`src/rtl/dpi_pkg.sv`:
```
package dpi_pkg;
  localparam int DW    = 16;
  localparam int AHI_W = 15;
  localparam int WA_W  = DW + AHI_W;
  localparam int MA_W  = WA_W + 1;

  typedef enum logic [2:0] {
    RA_CSR   = 3'd0,
    RA_PULSE = 3'd1,
    RA_ALO   = 3'd2,
    RA_AHI   = 3'd3,
    RA_RANGE = 3'd4,
    RA_DATA  = 3'd5
  } reg_addr_e;

  // control word bits
  localparam int CB_GO   = 0;
  localparam int CB_DIR  = 1;
  localparam int CB_FN2  = 2;
  localparam int CB_FN3  = 3;
  localparam int CB_IEN  = 4;
  localparam int CB_CYCL = 5;

  // pulse register bits
  localparam int PB_CLR_ATT  = 0;
  localparam int PB_CLR_EOR  = 1;
  localparam int PB_CLR_ERR  = 2;
  localparam int PB_SET_IEN  = 3;
  localparam int PB_MASK_IEN = 4;
  localparam int PB_CYCLE    = 5;
  localparam int PB_FN2      = 6;
  localparam int PB_MCLR     = 7;

  typedef enum logic {DS_IDLE, DS_ACC} dma_state_e;
endpackage

```
`src/rtl/dpi_ctrl.sv`:
```
module dpi_ctrl
  import dpi_pkg::*;
#(
  parameter int MCLR_CYCLES = 8
) (
  input  logic          clk,
  input  logic          rst_n,
  input  logic          wr,
  input  logic [2:0]    addr,
  input  logic [DW-1:0] wdata,
  input  logic          dma_busy,
  input  logic          dma_end,
  input  logic          dma_berr,
  input  logic          dma_terr,
  input  logic          dout_load,
  input  logic [DW-1:0] dout_word,
  input  logic          dev_attn,
  input  logic          dev_perr,
  input  logic          irq_ack,
  output logic [2:0]    fn,
  output logic          ien,
  output logic          att_f,
  output logic          eor_f,
  output logic          perr_f,
  output logic          berr_f,
  output logic          terr_f,
  output logic          mclr_busy,
  output logic          start,
  output logic          abort,
  output logic [DW-1:0] dout,
  output logic          fn2_pulse,
  output logic          cycle_pulse,
  output logic          init_pulse,
  output logic          irq
);
  localparam int MC_W = $clog2(MCLR_CYCLES + 1);

  logic [MC_W-1:0] mc_q, mc_n;
  logic [2:0]      fn_n;
  logic            ien_n, att_n, eor_n, perr_n, berr_n, terr_n;
  logic [DW-1:0]   dout_n;
  logic            csr_wr, pls_wr, data_wr;

  assign csr_wr    = wr && (addr == RA_CSR);
  assign pls_wr    = wr && (addr == RA_PULSE);
  assign data_wr   = wr && (addr == RA_DATA);
  assign mclr_busy = (mc_q != '0);
  assign start     = csr_wr && wdata[CB_GO] && wdata[CB_CYCL] && !dma_busy && !mclr_busy;
  assign abort     = pls_wr && wdata[PB_MCLR];
  assign irq       = ien && (att_f || eor_f);

  always_comb begin
    fn_n   = fn;     ien_n  = ien;    att_n  = att_f;  eor_n = eor_f;
    perr_n = perr_f; berr_n = berr_f; terr_n = terr_f; dout_n = dout;
    mc_n   = mclr_busy ? mc_q - 1'b1 : mc_q;
    if (abort) begin
      fn_n = '0; ien_n = 1'b0; att_n = 1'b0; eor_n = 1'b0;
      perr_n = 1'b0; berr_n = 1'b0; terr_n = 1'b0; dout_n = '0;
      mc_n = MC_W'(MCLR_CYCLES);
    end else begin
      if (csr_wr) begin
        fn_n  = {wdata[CB_FN3], wdata[CB_FN2], wdata[CB_DIR]};
        ien_n = wdata[CB_IEN];
      end
      if (pls_wr) begin
        if (wdata[PB_CLR_ATT])  att_n = 1'b0;
        if (wdata[PB_CLR_EOR])  eor_n = 1'b0;
        if (wdata[PB_CLR_ERR])  begin perr_n = 1'b0; berr_n = 1'b0; terr_n = 1'b0; end
        if (wdata[PB_SET_IEN])  ien_n = 1'b1;
        if (wdata[PB_MASK_IEN]) ien_n = 1'b0;
      end
      if (irq_ack) ien_n = 1'b0;
      if (start) begin berr_n = 1'b0; terr_n = 1'b0; end
      if (dev_attn) att_n  = 1'b1;
      if (dma_end)  eor_n  = 1'b1;
      if (dev_perr) perr_n = 1'b1;
      if (dma_berr) berr_n = 1'b1;
      if (dma_terr) terr_n = 1'b1;
      if (data_wr)   dout_n = wdata;
      if (dout_load) dout_n = dout_word;
    end
  end

  always_ff @(posedge clk or negedge rst_n) begin
    if (!rst_n) begin
      fn <= '0; ien <= 1'b0; att_f <= 1'b0; eor_f <= 1'b0;
      perr_f <= 1'b0; berr_f <= 1'b0; terr_f <= 1'b0;
      dout <= '0; mc_q <= '0;
      fn2_pulse <= 1'b0; cycle_pulse <= 1'b0; init_pulse <= 1'b0;
    end else begin
      fn <= fn_n; ien <= ien_n; att_f <= att_n; eor_f <= eor_n;
      perr_f <= perr_n; berr_f <= berr_n; terr_f <= terr_n;
      dout <= dout_n; mc_q <= mc_n;
      fn2_pulse   <= pls_wr && wdata[PB_FN2];
      cycle_pulse <= start || (pls_wr && wdata[PB_CYCLE]);
      init_pulse  <= abort;
    end
  end
endmodule

```
`src/rtl/dpi_dma.sv`:
```
module dpi_dma
  import dpi_pkg::*;
#(
  parameter int TMO_CYCLES = 16
) (
  input  logic            clk,
  input  logic            rst_n,
  input  logic            wr,
  input  logic [2:0]      addr,
  input  logic [DW-1:0]   wdata,
  input  logic            start,
  input  logic            dir_in,
  input  logic            abort,
  input  logic            attn,
  input  logic            mem_ready,
  input  logic            mem_err,
  output logic            mem_valid,
  output logic            mem_write,
  output logic [MA_W-1:0] mem_addr,
  output logic            busy,
  output logic            dout_load,
  output logic            end_evt,
  output logic            berr_evt,
  output logic            terr_evt,
  output logic [WA_W-1:0] waddr,
  output logic [DW-1:0]   rng
);
  localparam int TW = $clog2(TMO_CYCLES);

  dma_state_e      st, st_n;
  logic            dir, dir_n, word_done;
  logic [WA_W-1:0] waddr_n;
  logic [DW-1:0]   rng_n;
  logic [TW-1:0]   wcnt, wcnt_n;

  assign busy      = (st == DS_ACC);
  assign mem_valid = busy;
  assign mem_write = dir;
  assign mem_addr  = {waddr, 1'b0};
  assign dout_load = word_done && !dir;

  always_comb begin
    st_n = st; dir_n = dir; waddr_n = waddr; rng_n = rng; wcnt_n = wcnt;
    word_done = 1'b0; end_evt = 1'b0; berr_evt = 1'b0; terr_evt = 1'b0;
    if (abort) begin
      st_n = DS_IDLE; waddr_n = '0; rng_n = '0;
    end else if (st == DS_IDLE) begin
      if (start) begin
        st_n = DS_ACC; dir_n = dir_in; wcnt_n = '0;
      end else if (wr) begin
        case (reg_addr_e'(addr))
          RA_ALO:   waddr_n[DW-1:0]    = wdata;
          RA_AHI:   waddr_n[WA_W-1:DW] = wdata[AHI_W-1:0];
          RA_RANGE: rng_n              = wdata;
          default:  ;
        endcase
      end
    end else if (attn) begin
      st_n = DS_IDLE; end_evt = 1'b1;
    end else if (mem_ready) begin
      if (mem_err) begin
        st_n = DS_IDLE; end_evt = 1'b1; berr_evt = 1'b1;
      end else begin
        word_done = 1'b1;
        waddr_n   = waddr + 1'b1;
        rng_n     = rng - 1'b1;
        wcnt_n    = '0;
        if (rng == '0) begin st_n = DS_IDLE; end_evt = 1'b1; end
      end
    end else if (wcnt == TW'(TMO_CYCLES - 1)) begin
      st_n = DS_IDLE; end_evt = 1'b1; terr_evt = 1'b1;
    end else begin
      wcnt_n = wcnt + 1'b1;
    end
  end

  always_ff @(posedge clk or negedge rst_n) begin
    if (!rst_n) begin
      st <= DS_IDLE; dir <= 1'b0; waddr <= '0; rng <= '0; wcnt <= '0;
    end else begin
      st <= st_n; dir <= dir_n; waddr <= waddr_n; rng <= rng_n; wcnt <= wcnt_n;
    end
  end
endmodule

```
`src/rtl/dpi_top.sv`:
```
module dpi_top
  import dpi_pkg::*;
#(
  parameter int MCLR_CYCLES = 8,
  parameter int TMO_CYCLES  = 16
) (
  input  logic        clk,
  input  logic        rst_n,
  input  logic        host_wr,
  input  logic [2:0]  host_addr,
  input  logic [15:0] host_wdata,
  output logic [15:0] host_rdata,
  output logic        irq,
  input  logic        irq_ack,
  output logic        mem_valid,
  output logic        mem_write,
  output logic [31:0] mem_addr,
  output logic [15:0] mem_wdata,
  input  logic [15:0] mem_rdata,
  input  logic        mem_ready,
  input  logic        mem_err,
  input  logic [15:0] dev_din,
  output logic [15:0] dev_dout,
  output logic [2:0]  dev_fn,
  input  logic [2:0]  dev_stat,
  input  logic        dev_attn,
  input  logic        dev_perr,
  output logic        dev_fn2_pulse,
  output logic        dev_cycle,
  output logic        dev_init
);
  logic [1:0]      rsync;
  logic            core_rst_n;
  logic            busy, dout_load, end_evt, berr_evt, terr_evt;
  logic            ien, att_f, eor_f, perr_f, berr_f, terr_f, mclr_busy, start, abort, rdy;
  logic [WA_W-1:0] waddr;
  logic [DW-1:0]   rng;

  always_ff @(posedge clk or negedge rst_n) begin
    if (!rst_n) rsync <= 2'b00;
    else        rsync <= {rsync[0], 1'b1};
  end
  assign core_rst_n = rsync[1];
  assign rdy        = !busy && !mclr_busy;
  assign mem_wdata  = dev_din;

  dpi_ctrl #(.MCLR_CYCLES(MCLR_CYCLES)) u_ctrl (
    .clk(clk), .rst_n(core_rst_n), .wr(host_wr), .addr(host_addr), .wdata(host_wdata),
    .dma_busy(busy), .dma_end(end_evt), .dma_berr(berr_evt), .dma_terr(terr_evt),
    .dout_load(dout_load), .dout_word(mem_rdata), .dev_attn(dev_attn), .dev_perr(dev_perr),
    .irq_ack(irq_ack), .fn(dev_fn), .ien(ien), .att_f(att_f), .eor_f(eor_f),
    .perr_f(perr_f), .berr_f(berr_f), .terr_f(terr_f), .mclr_busy(mclr_busy),
    .start(start), .abort(abort), .dout(dev_dout), .fn2_pulse(dev_fn2_pulse),
    .cycle_pulse(dev_cycle), .init_pulse(dev_init), .irq(irq)
  );

  dpi_dma #(.TMO_CYCLES(TMO_CYCLES)) u_dma (
    .clk(clk), .rst_n(core_rst_n), .wr(host_wr), .addr(host_addr), .wdata(host_wdata),
    .start(start), .dir_in(host_wdata[CB_DIR]), .abort(abort), .attn(dev_attn),
    .mem_ready(mem_ready), .mem_err(mem_err), .mem_valid(mem_valid), .mem_write(mem_write),
    .mem_addr(mem_addr), .busy(busy), .dout_load(dout_load), .end_evt(end_evt),
    .berr_evt(berr_evt), .terr_evt(terr_evt), .waddr(waddr), .rng(rng)
  );

  always_comb begin
    case (reg_addr_e'(host_addr))
      RA_CSR:   host_rdata = {att_f, eor_f, terr_f, berr_f, perr_f, dev_stat[2], dev_stat[1],
                              dev_stat[0], 2'b00, busy, ien, dev_fn, rdy};
      RA_ALO:   host_rdata = waddr[DW-1:0];
      RA_AHI:   host_rdata = {1'b0, waddr[WA_W-1:DW]};
      RA_RANGE: host_rdata = rng;
      RA_DATA:  host_rdata = dev_din;
      default:  host_rdata = '0;
    endcase
  end
endmodule

```
`config.mk`:
```
export PLATFORM = sky130hd
export DESIGN_NAME = dpi_top
export DESIGN_NICKNAME = d
export VERILOG_FILES = /design/src/rtl/dpi_pkg.sv /design/src/rtl/dpi_ctrl.sv /design/src/rtl/dpi_dma.sv /design/src/rtl/dpi_top.sv
export SDC_FILE = /design/constraint.sdc
export NUM_CORES = 1
export LEC_CHECK = 0
export ABC_CLOCK_PERIOD_IN_PS = 3100
export BUFFER_PORTS_ARGS = -buffer_cell sky130_fd_sc_hd__buf_2
export CORE_UTILIZATION = 50
export CTS_CLUSTER_DIAMETER = 60
export DETAILED_ROUTE_END_ITERATION = 10
export PLACE_DENSITY_LB_ADDON = 0.08
export SETUP_SLACK_MARGIN = 0.02
export SLEW_MARGIN = 30
export SYNTH_ARGS = -nofsm -noshare
export SYNTH_HDL_FRONTEND = slang
export SYNTH_SLANG_ARGS = --single-unit
```
`constraint.sdc`:
```
create_clock -name clk -period 3.1 [get_ports clk]
set_input_delay 0.465 -clock clk [delete_from_list [all_inputs] [get_ports clk]]
set_output_delay 0.465 -clock clk [all_outputs]
set_load 0.005 [all_outputs]
```
==> impl_metrics.ini, run 1 <==
[synthesis]
synth_area_leader_cell = dfrtp_1
synth_compound_area_frac = 0.2550
syn_area_per_cell_um2 = 8.512
ys_seq_area_frac = 0.3812
synth-async-reset-ratio = 1.000
synth_edf_count = 0
syn_nets = 738
synthMuxAreaShare = 0.07426
synth_top_family_by_area = compound AO/OA/AOI/OAI gates
synth_common_cells = dfrtp_1 (87), o21ai_0 (73), nand2_1 (68)
yosys.area_share.simple = 0.2057
synth.area.top_cells = dfrtp_1 (38%), mux2i_1 (6.8%), o21ai_0 (6.4%), nand2_1 (4.5%), nor2_1 (3.1%)
synth_warnings = 0
synth_most_common_cell = dfrtp_1
yosys.area.top_type_share = 0.3812
syn_area_mm2 = 0.005712
ys_ff_latch = 87
syn_inst = 671
synth_adder_area_share = 0.01095
ys_types = 72
synth_ff_type = dfrtp_1
synthXorXnorAreaFrac = 0.001533

[clock_network]
clock_path_buffers = 2
root_buffer = clkbuf_16
ctsHoldBuffers = 1
h-tree-depth = 3
postCtsResizedCells = 0
clk_latency_ns = 0.35
postCtsSetupBuffers = 0
cts_tree = built
cts.sinks = 87
cts_buffers = 9
cts.reportedPaths.clkPinSlew_ns = 0.06

[final_layout]
final_area_mm2 = 0.006809
drive_above_1_share = 0.2566
fill_cells = 1014
nets = 861
insertedDiodeCount = 0
fin_cells = 939
area_growth_pct = 19.21

[drt]
wl_per_cell_um = 21.62
routed_wl_um = 20300
vias = 6084
drc_errors = 0
dr_wl_met2_um = 9179
routed.top_layer = met4
wl_met1_um = 8623
first_pass_iters = 6
ant_nets = 0
route.met3.wl_um = 1704
avgViaCountPerCell = 6.479
drt_iter0_markers = 702

[place]
dp.cells = 922
routabilityCongestion = 0.9159
placed_cell_area_mm2 = 0.006487
portBuffers = 149
detailed_place_hpwl_um = 15110

[setup_path]
arrival_ns = 2.07
path_max_fanout = 14
cp_slowest_cell = nor2_1
cp_slowest_stage_delay_ns = 0.42
cp.required_ns = 2.63
crit_path_end_kind = output port
critical_path_class = input port to output port
start_kind = input port
worstPathCellList = buf_2, buf_4, nand2b_1, nor2_1, buf_4, nand2_1, o221ai_1, buf_2

[die]
die_area_mm2 = 0.01185
initial_core_util = 0.5201
core_area_mm2 = 0.01098
num_rows = 38
die_h_um = 108.9
chipWidth_um = 108.9
io_pins = 151

[timing]
worstMarginPinSlew_ns = 0.9729
rsz0062_at_grt = no
finalMaxSlewViolations = 0
finalCritPeriodShare = 0.8162
period_minus_slack_ns = 2.530
finalSetupTns_ns = 0
hold_viol_final = 0
slew_headroom = 0.3514
setup_viol = 0
fin_worst_skew_ns = 0.004256
max_freq_mhz = 395.2

[pwr]
leakage_nw = 3.110
peakVddDrop_mv = 0.4543
report.power.total_w = 0.004750
power_density_mw_per_mm2 = 697.5

[global_route]
antenna_found_initial = 0
grt_pass1_vias = 5663
overflow = 0
grt_max_degree = 40
grt_pass1_wl_um = 31110
grt_use_total = 0.3529

[hold_path]
hold_class = input port to flip-flop

[job]
maxCapViolCount = 0

[outcome]
outcome = complete, no violations
-- metrics by stage --
stage / hold slack (ns) / setup WS, ns / utilization
finish: 0.2756 / 0.5698 / 0.6200
global route: 0.2717 / 0.4959 / 0.6200
CTS: 0.2666 / 0.6495 / 0.6197
detailed placement: 0.2503 / 0.3895 / 0.5907
global placement: 0.2493 / 0.5758 / 0.5907
floorplan: 0.1694 / 0.4974 / -
-- state kept, by name (all words and copies together) (netlist names), 2 cells and up --
register	cells
u_dma.waddr	31
u_dma.rng	16
u_ctrl.mc_q	4
u_ctrl.dout	16
rsync	2
u_dma.wcnt	4
u_ctrl.fn	3
-- cells in the final DEF, fill, tap and decap left out, drive strengths merged, types with 6 or more instances in the layout --
cell type,instances
o221ai,13
o21ai,76
a22oi,12
and2,7
nor2,48
nand4,10
nor3,17
a21oi,35
inv,21
mux2i,39
and3,8
dfrtp,87
nor2b,12
buf,171
a31oi,17
o22ai,12
clkbuf,11
nand3,19
nand2,68
o31a,6
nor4,9
-- path summary, 6_finish.rpt --
check	endpoint	startpoint	slack, ns	cells past startpoint
min in group asynchronous	u_dma.waddr[3]	rsync[1]	0.33	0
worst max register to register	u_dma.waddr[20]	u_dma.waddr[1]	0.66	6
worst min register to register	u_dma.waddr[3]	rsync[1]	0.33	0
worst max-delay path	host_rdata[12]	host_addr[2]	0.57	8
max in group asynchronous	u_ctrl.dout[13]	rsync[1]	2.03	1
worst min-delay path	u_ctrl.ien	irq_ack	0.28	2
-- critical path, delay by kind of cell --
family | cells | cell delay [ns]
AND/OR/NAND/NOR | 3 | 0.75
AO/OA/AOI/OAI | 1 | 0.09
buffers and inverters | 4 | 0.76
-- routing by layer --
metal / up-vias / global-route usage
li1: 2733 / -
met1: 2928 / 0.4854
met2: 366 / 0.5422
met3: 57 / 0.06037
met4: 0 / 0.1583
met5: - / 0
-- area by class of cell --
class / count / area, µm² / share of cell area
multi-input combinational: 502 / 3141 / 0.4612
sequential: 87 / 2181 / 0.3203
inverter: 22 / 82.58 / 0.01213
tap: 140 / 175.2 / 0.02573
clock inverter: 5 / 56.30 / 0.008269
timing repair buffer: 172 / 920.9 / 0.1352
clock buffer: 11 / 252.7 / 0.03712
-- power by group --
group	internal [W]	switching [W]
Clock	0.000668	0.000475
Sequential	0.00148	0.000557
Combinational	0.000691	0.000884
-- kinds of logic after synthesis --
kind of cell             after synthesis
AND/OR/NAND/NOR                      227
AO/OA/AOI/OAI                        225
flip-flops                            87
buffers and inverters                 82
multiplexers                          42
adder cells (fa/ha/maj)                5
other                                  2
XOR/XNOR                               1
Note: power is estimated with default switching activity, not from simulation.
==> run 2, diff against run 1 <==
Settings changed: ABC_CLOCK_PERIOD_IN_PS 3100 to 2400.
Clock period 3.1 ns to 2.4 ns, I/O delays scaled along.
==> impl_metrics.ini, run 2 (synthesis gave the netlist of run 1 again) <==
[drt]
first_pass_iters = 8
drc_errors = 0
vias = 6234
routed_wl_um = 21050
wl_per_cell_um = 21.86
drt_iter0_markers = 576
avgViaCountPerCell = 6.474
ant_nets = 0

[global_route]
grt_pass1_wl_um = 32030
grt_use_total = 0.3645
overflow = 0
grt_max_degree = 51
grt_pass1_vias = 5674
antenna_found_initial = 0

[setup_path]
r2r.worst_path.cells = 5
start_kind = input port
regToRegSetupSlack_ns = 0.29
path_max_fanout = 14
cp.required_ns = 2.04
arrival_ns = 1.90
timing.rr.start = u_dma.busy
reg2reg_to = u_dma.waddr[30]
crit_path_end_kind = output port
critical_path_class = input port to output port

[die]
initial_core_util = 0.5201
core_area_mm2 = 0.01098
num_rows = 38
die_area_mm2 = 0.01185
chipWidth_um = 108.9
io_pins = 151
die_h_um = 108.9

[hold_path]
hold_class = input port to flip-flop
holdPathEnd = u_ctrl.ien
min_path_cells = 2
min_from = irq_ack

[pwr]
p_int_w = 0.003810
p_comb_frac = 0.355
p_sw_w = 0.002520
clkPwrFrac = 0.242
power_density_mw_per_mm2 = 901.4
peakVddDrop_mv = 0.8003
power_frac_seq = 0.403
power_switching_share = 0.3981
leakage_nw = 3.236

[clock_network]
clock_path_buffers = 2
clk_latency_ns = 0.35
cts.reportedPaths.clkPinSlew_ns = 0.06
cts.sinks = 87
cts_buffers = 9
h-tree-depth = 3
root_buffer = clkbuf_16
cts_tree = built

[timing]
period_minus_slack_ns = 2.259
finalSetupTns_ns = 0
finalCritPeriodShare = 0.9412
fin_worst_skew_ns = 0.005964
worstMarginPinSlew_ns = 0.7401
rsz0062_at_grt = no
max_freq_mhz = 442.7
slew_headroom = 0.5014
worst_hold_slack_ns = 0.1608
setup_viol = 0
finalMaxSlewViolations = 0
hold_viol_final = 0

[outcome]
outcome = complete, no violations

[job]
maxCapViolCount = 0

[final_layout]
final_area_mm2 = 0.007022
drive_above_1_share = 0.2770
top_register = u_dma.waddr
nets = 885
largest_register_ffs = 31
insertedDiodeCount = 0
final_common_cell = buf_2
area_growth_pct = 22.94
largest_registers = u_dma.waddr: 31 flops, u_ctrl.dout: 16 flops, u_dma.rng: 16 flops
mostFrequentLayoutCells = buf_2 (149), dfrtp_1 (86), o21ai_0 (73)

[place]
detailed_place_hpwl_um = 15690
placed_cell_area_mm2 = 0.006693
portBuffers = 149
routabilityCongestion = 0.9800
run 2: cell types whose count changed in the layout (fill, tap and decap cells not counted), sizes merged:
cell,change
buf,+24
clkinv,-2
bufinv,+1
inv,+1
run 2: how the worst max path moves through the flow:
| stage | startpoint | end | slack, ns | cells after the start |
|---|---|---|---|---|
| 6_report | host_addr[1] | host_rdata[1] | 0.14 | 5 |
| 2_1_floorplan | u_ctrl.mc_q[0] | u_dma.wcnt[2] | 0.50 | 7 |
| 3_3_place_gp | host_addr[1] | u_ctrl.dout[0] | 0.30 | 7 |
| 3_5_place_dp | host_addr[1] | u_ctrl.dout[15] | 0.20 | 7 |
| 4_1_cts | host_addr[1] | host_rdata[1] | 0.21 | 5 |
| 5_1_grt | u_ctrl.mc_q[0] | host_rdata[0] | 0.06 | 7 |
run 2: layout make-up:
cell class              instances  area [µm²]
fillers                      1001        3961
clock buffers                  11       232.7
well taps                     140       175.2
inverters                      22       82.58
repair buffers                196        1126
multi-input cells             502        3143
flip-flops and latches         87        2181
clock inverters                 5       81.33
run 2: repair_timing:
action,in CTS,in global routing
gates resized for setup,0,1
endpoints found under the setup margin,0,1
hold endpoints to repair,2,0
hold buffers,1,0
setup buffers,0,0
run 2: power groups by stage:
| stage | Clock (W) | Sequential, W | Combinational (W) |
|---|---|---|---|
| 3_5_place_dp | 0 | 0.00255 | 0.00220 |
| 2_1_floorplan | 0 | 0.00238 | 0.00128 |
| 4_1_cts | 0.00154 | 0.00253 | 0.00221 |
| 3_3_place_gp | 0 | 0.00252 | 0.00214 |
| 6_report | 0.00153 | 0.00255 | 0.00225 |
| 5_1_grt | 0.00160 | 0.00261 | 0.00249 |
run 2: worst max-delay path, cell delays in order:
cell and delay [ns]:
buf_2 0.28, and2_1 0.55, a22oi_1 0.23, o221ai_1 0.30
buf_2 0.17
run 2: through the flow:
stage | instances | worst slack [ns] | power (W) | util
2_1_floorplan | 671 | 0.5038 | 0.003657 | -
3_3_place_gp | 946 | 0.2964 | 0.004665 | 0.6094
3_5_place_dp | 946 | 0.2039 | 0.004745 | 0.6094
4_1_cts | 963 | 0.2130 | 0.006280 | 0.6389
5_1_grt | 963 | 0.06441 | 0.006692 | 0.6393
6_report | 963 | 0.1411 | 0.006330 | 0.6393
run 2: layer usage:
layer,GRT usage,wire length [µm],vias to the layer above,share of wire
li1,-,-,2788,-
met2,0.5683,9559,394,0.45
met5,0,0,-,0
met3,0.07412,2039,68,0.097
met1,0.4934,8698,2984,0.41
met4,0.1467,756,0,0.036
